--- src/rtl/pll_retune_pkg.sv ---
package pll_retune_pkg;
   typedef enum logic [2:0] {
      PH_IDLE = 3'd0,
      PH_BYP  = 3'd1,
      PH_LOCK = 3'd2,
      PH_REST = 3'd3,
      PH_DONE = 3'd4
   } phase_t;
endpackage

--- src/rtl/pll_retune_ctrl.sv ---
module pll_retune_ctrl
   import pll_retune_pkg::*;
(
   input  logic   clk,
   input  logic   rst_n,
   input  logic   start,
   input  logic   byp_ack,
   input  logic   expired,
   output phase_t state,
   output logic   byp_req,
   output logic   cnt_run,
   output logic   load,
   output logic   wake
);
   phase_t nxt;

   always_comb begin
      nxt = state;
      unique case (state)
         PH_IDLE: if (start)    nxt = PH_BYP;
         PH_BYP:  if (byp_ack)  nxt = PH_LOCK;
         PH_LOCK: if (expired)  nxt = PH_REST;
         PH_REST: if (!byp_ack) nxt = PH_DONE;
         PH_DONE:               nxt = PH_IDLE;
         default:               nxt = PH_IDLE;
      endcase
   end

   always_ff @(posedge clk or negedge rst_n) begin
      if (!rst_n) state <= PH_IDLE;
      else        state <= nxt;
   end

   assign byp_req = (state == PH_BYP) || (state == PH_LOCK);
   assign cnt_run = byp_req;
   assign load    = (state == PH_BYP) && byp_ack;
   assign wake    = (state == PH_DONE);


   wake_pulse_chk: assert property (@(posedge clk) disable iff (!rst_n)
      wake |=> !wake && state == PH_IDLE);

   wake_after_release_chk: assert property (@(posedge clk) disable iff (!rst_n)
      (state == PH_REST && !byp_ack) |=> wake);

   no_spurious_start_chk: assert property (@(posedge clk) disable iff (!rst_n)
      (state == PH_IDLE && !start) |=> state == PH_IDLE);
endmodule

--- src/rtl/pll_retune_cnt.sv ---
module pll_retune_cnt #(
   parameter int LOCK_W  = 10,
   parameter bit SAT_CNT = 1'b1
) (
   input  logic              clk,
   input  logic              rst_n,
   input  logic              run,
   input  logic [LOCK_W-1:0] limit,
   output logic              expired
);
   localparam int CW = LOCK_W + 1;
   localparam logic [CW-1:0] CMAX = {CW{1'b1}};

   logic [CW-1:0] cnt;
   logic [CW-1:0] cnt_inc;

   generate
      if (SAT_CNT) begin : g_sat
         assign cnt_inc = (cnt == CMAX) ? cnt : cnt + 1'b1;
      end else begin : g_wrap
         assign cnt_inc = cnt + 1'b1;
      end
   endgenerate

   always_ff @(posedge clk or negedge rst_n) begin
      if (!rst_n)   cnt <= '0;
      else if (run) cnt <= cnt_inc;
      else          cnt <= '0;
   end

   assign expired = cnt >= {1'b0, limit};


   cnt_step_chk: assert property (@(posedge clk) disable iff (!rst_n)
      (run && cnt != CMAX) |=> cnt == $past(cnt) + 1'b1);
endmodule

--- src/rtl/pll_retune_apply.sv ---
module pll_retune_apply #(
   parameter int                MULT_W   = 6,
   parameter int                DIV_W    = 3,
   parameter logic [MULT_W-1:0] RST_MULT = '0,
   parameter logic [DIV_W-1:0]  RST_DIV  = '0
) (
   input  logic              clk,
   input  logic              rst_n,
   input  logic              load,
   input  logic [MULT_W-1:0] mult_in,
   input  logic [DIV_W-1:0]  div_in,
   output logic [MULT_W-1:0] mult_q,
   output logic [DIV_W-1:0]  div_q
);
   always_ff @(posedge clk or negedge rst_n) begin
      if (!rst_n) begin
         mult_q <= RST_MULT;
         div_q  <= RST_DIV;
      end else if (load) begin
         mult_q <= mult_in;
         div_q  <= div_in;
      end
   end


   apply_hold_chk: assert property (@(posedge clk) disable iff (!rst_n)
      !load |=> $stable(mult_q) && $stable(div_q));
endmodule

--- src/rtl/pll_retune_seq.sv ---
module pll_retune_seq
   import pll_retune_pkg::*;
#(
   parameter int                MULT_W   = 6,
   parameter int                DIV_W    = 3,
   parameter int                LOCK_W   = 10,
   parameter bit                SAT_CNT  = 1'b1,
   parameter logic [MULT_W-1:0] RST_MULT = 6'd10,
   parameter logic [DIV_W-1:0]  RST_DIV  = 3'd0
) (
   input  logic              clk,
   input  logic              rst_n,
   input  logic [LOCK_W-1:0] lock_cnt,
   input  logic [MULT_W-1:0] new_mult,
   input  logic [DIV_W-1:0]  new_div,
   input  logic              chg_pend,
   input  logic              idle_stb,
   input  logic              byp_ack,
   output logic              byp_req,
   output logic [MULT_W-1:0] app_mult,
   output logic [DIV_W-1:0]  app_div,
   output logic              wake,
   output logic [2:0]        phase
);
   generate
      if (LOCK_W < 2 || LOCK_W > 24) begin : g_bad_lock
         $error("LOCK_W out of range");
      end
      if (MULT_W < 1 || DIV_W < 1) begin : g_bad_field
         $error("settings fields need at least one bit");
      end
   endgenerate

   phase_t state;
   logic   cnt_run, load, expired;

   pll_retune_ctrl u_ctrl (
      .clk     (clk),
      .rst_n   (rst_n),
      .start   (idle_stb & chg_pend),
      .byp_ack (byp_ack),
      .expired (expired),
      .state   (state),
      .byp_req (byp_req),
      .cnt_run (cnt_run),
      .load    (load),
      .wake    (wake)
   );

   pll_retune_cnt #(.LOCK_W(LOCK_W), .SAT_CNT(SAT_CNT)) u_cnt (
      .clk     (clk),
      .rst_n   (rst_n),
      .run     (cnt_run),
      .limit   (lock_cnt),
      .expired (expired)
   );

   pll_retune_apply #(
      .MULT_W(MULT_W), .DIV_W(DIV_W), .RST_MULT(RST_MULT), .RST_DIV(RST_DIV)
   ) u_apply (
      .clk     (clk),
      .rst_n   (rst_n),
      .load    (load),
      .mult_in (new_mult),
      .div_in  (new_div),
      .mult_q  (app_mult),
      .div_q   (app_div)
   );

   assign phase = state;


   restore_gate_chk: assert property (@(posedge clk) disable iff (!rst_n)
      (state == PH_LOCK && !expired) |=> state == PH_LOCK);

   lock_entry_chk: assert property (@(posedge clk) disable iff (!rst_n)
      (state == PH_BYP && !byp_ack) |=> state == PH_BYP);
endmodule

--- config.mk ---
export PLATFORM = sky130hd
export DESIGN_NAME = pll_retune_seq
export DESIGN_NICKNAME = d
export VERILOG_FILES = /design/src/rtl/pll_retune_pkg.sv /design/src/rtl/pll_retune_ctrl.sv /design/src/rtl/pll_retune_cnt.sv /design/src/rtl/pll_retune_apply.sv /design/src/rtl/pll_retune_seq.sv
export SDC_FILE = /design/constraint.sdc
export NUM_CORES = 1
export LEC_CHECK = 0
export ABC_AREA = 0
export CAP_MARGIN = 15
export CELL_PAD_IN_SITES_DETAIL_PLACEMENT = 1
export CELL_PAD_IN_SITES_GLOBAL_PLACEMENT = 2
export CORE_UTILIZATION = 39
export CTS_CLUSTER_DIAMETER = 150
export CTS_CLUSTER_SIZE = 12
export DETAILED_ROUTE_END_ITERATION = 8
export DONT_BUFFER_PORTS = 1
export PLACE_DENSITY = 0.86
export SYNTH_ARGS = -nofsm -noshare
export SYNTH_HDL_FRONTEND = slang
export SYNTH_HIERARCHICAL = 1
export SYNTH_SLANG_ARGS = --single-unit
--- constraint.sdc ---
create_clock -name clk -period 2.5 [get_ports clk]
set_input_delay 0.5 -clock clk [delete_from_list [all_inputs] [get_ports clk]]
set_output_delay 0.5 -clock clk [all_outputs]
set_load 0.03 [all_outputs]
==> metrics.txt <==
status finished, final reports clean; max-cap violations 0; filler instances a little under 400; met2 Use GR between 20 and 30%; post-synthesis mux area share a little under an eighth; Slew headroom ~67%; CTS sink count 23; Top FF cell, synth dfrtp_1; Setup Fix Bufs, Post-CTS 0; Hold Crit Depth 1; grt peak-use layer met2; Diodes inserted 0; largest net degree at the start of global routing 24; switching power 0.569 mW; sequential share of power between 50% and 60%; sequential share of the synthesized area between 40% and 50%; Worst setup EP type register; cell area after placement 1460 um2; die area approximately 3800 um2; Chip Width 61.7 um; Die Ht between 60 and 70 um; final WL 2.74 mm; drt pass-1 iters 3; wire length of the first global-routing pass between 4 and 5 mm; Total GRT Usage between 15 and 20%; number of I/O pins 38; Final Slew Violations 0; final instance area between 1500 and 2000 um2; clock power share ~12%; pwr dens about 900 nW/um2; Unique masters post-synth 45; Core ar. around 3400 um2; vias in the first global route 1053; initial antenna violation count 0; clk_skew approximately 0.014 ns; met3 Resource Use GR between 1 and 1.5%; placed cells approximately 170; Post-Synth XOR/XNOR Area approximately 1.9%; Num CTS Buffers 3; Post-Synth Simple-Gate Area a little under a fifth; CTS tree yes; Hold Crit Class in -> reg; maximum clock rate about 460 MHz; most frequent cells in the layout dfrtp_1 (21), inv_1 (12), ha_1 (11); Worst Tran Pin Value roughly 0.50 ns; Synth Area in Adders about a tenth; internal power 0.795 mW; Antenna Violating Nets Remaining 0; Syn Nets approximately 160; grt total ovfl 0; startpoint types register; # setup viols final 0; Yosys warning count 6; root buffer cell clkbuf_4; syn_area_per_cell ~11 um2; crit path kind reg -> reg; row count 21; dpl hpwl about 2.1 mm; Leakage roughly 0.74 nW; final setup TNS 0 ns; Final Cycle Share between 80% and 90%; Layout Nets roughly 170; Synth Register Bits 23; CTS max path bufs 2; final hold vios 0; fin util between 40% and 50%; Via density 5.42; PnR worst setup slack between 0.3 and 0.4 ns; met1 global-route usage 19.1%; worst vdd ir 0.492 mV; Hold WS approximately 0.26 ns; layout cells sized above 1 between 20 and 25%; Compound-Gate Fraction of Synth Area 11.7%; drt drc 0; main combinational cell family by area after synthesis simple AND/OR/NAND/NOR gates; Switching Fraction roughly two fifths; Synth Cell Area ~1400 um2; Final Wtd Congestion 0.801; most common cell after layout, fill and taps aside dfrtp_1; Syn-to-layout area delta 8.64%; crit-path max FO 5; routed len/inst around 15 um; Non-Filler Instances 179; Comb pwr share roughly 30%; EDFF count, synth 0; Worst-path clk slew ~0.13 ns; asr flop ratio synth 100%; Mapped Cells ~130; H-tree levels 1; port bufs 0; total power ~1.4 mW; clk_lat worst skew about 0.31 ns; Reg2Reg Depth 8; via count of the routed design 971; pre-CTS setup slack 0.316 ns; Iter 0 DRT Violations 12; CP required roughly 2.7 ns; Starting Density approximately two fifths; crit path DAT ~2.4 ns; unrepaired setup endpoints after global routing no; Period minus WS final around 2.2 ns
-- synthesized netlist by cell type, drive strengths merged, types with 2 or more instances --
cell,instances,share of area [%]
mux2,10,11
nor4bb,2,1.4
a21boi,2,1.1
dfstp,2,3.8
a31oi,3,1.4
nor2b,2,0.90
nand2b,2,0.90
buf,2,1.4
nor2,3,0.81
and3,2,0.99
and4,3,2.0
ha,11,9.9
o21ai,7,2.5
nand3,3,1.4
nand2,8,2.7
dfrtp,21,38
or2,2,0.90
xnor2,2,1.3
inv,12,3.2
a21oi,5,1.8
and2,4,1.8
nor4,2,2.0
-- cell type report --
type	count	area, um2	share of cell area [%]
Inverter	12	45.0	2.98
Clock inverter	1	5.00	0.331
Sequential cell	23	578	38.3
Clock buffer	3	22.5	1.49
Timing Repair Buffer	6	51.3	3.40
Tap cell	46	57.6	3.81
Multi-Input combinational cell	88	751	49.7
-- layer usage --
layer | part of all wire, % | vias up
met5 | 0 | -
met4 | 0.73 | 0
met2 | 51 | 25
met1 | 45 | 479
li1 | - | 465
met3 | 3.1 | 2
-- logic make-up after synthesis --
group                      after synthesis
and+or+nand+nor                         38
AOI/OAI and AO/OA                       25
DFF                                     23
buffers and inverters                   15
muxes                                   11
adders and majority gates               11
xor gates and xnor gates                 3
-- worst max-delay path: stages (launching register included) --
cell      delay (ns)
dfrtp_1         0.45
inv_1           0.06
ha_1            0.26
nand2b_1        0.14
a211oi_1        0.25
o221ai_1        0.15
a41o_1          0.27
mux2_4          0.27
a32o_1          0.21
-- registers in the layout (all words and copies together) (netlist names) --
name and count:
u_apply/div_q 3, u_apply/mult_q 6, u_cnt/cnt 11, u_ctrl/state 3
-- worst paths after layout --
| kind | startpoint | endpoint | slack, ns |
|---|---|---|---|
| max reg2reg | u_cnt/cnt[0] | u_ctrl/state[0] | 0.34 |
| min | byp_ack | u_ctrl/state[2] | 0.26 |
| max in group asynchronous | rst_n | u_apply/mult_q[3] | 1.41 |
| min reg2reg | u_cnt/cnt[10] | u_cnt/cnt[10] | 0.54 |
| min in group asynchronous | rst_n | u_cnt/cnt[3] | 0.55 |
| max | u_cnt/cnt[0] | u_ctrl/state[0] | 0.34 |
-- power by group through the flow --
| stage | Combinational [mW] | Sequential (mW) | Clock (mW) |
|---|---|---|---|
| 2_1_floorplan | 0.346 | 0.757 | 0 |
| 3_3_place_gp | 0.395 | 0.784 | 0 |
| 3_5_place_dp | 0.413 | 0.789 | 0 |
| 4_1_cts | 0.420 | 0.786 | 0.177 |
| 5_1_grt | 0.455 | 0.800 | 0.190 |
| 6_report | 0.414 | 0.784 | 0.166 |
-- repair_timing --
| item | CTS | global route |
|---|---|---|
| endpoints found under the hold margin | 23 | 0 |
| gates resized for setup | 0 | 0 |
| endpoints found under the setup margin | 0 | 0 |
| hold buffers | 1 | 0 |
No activity file was read; power rests on OpenSTA's default activity.
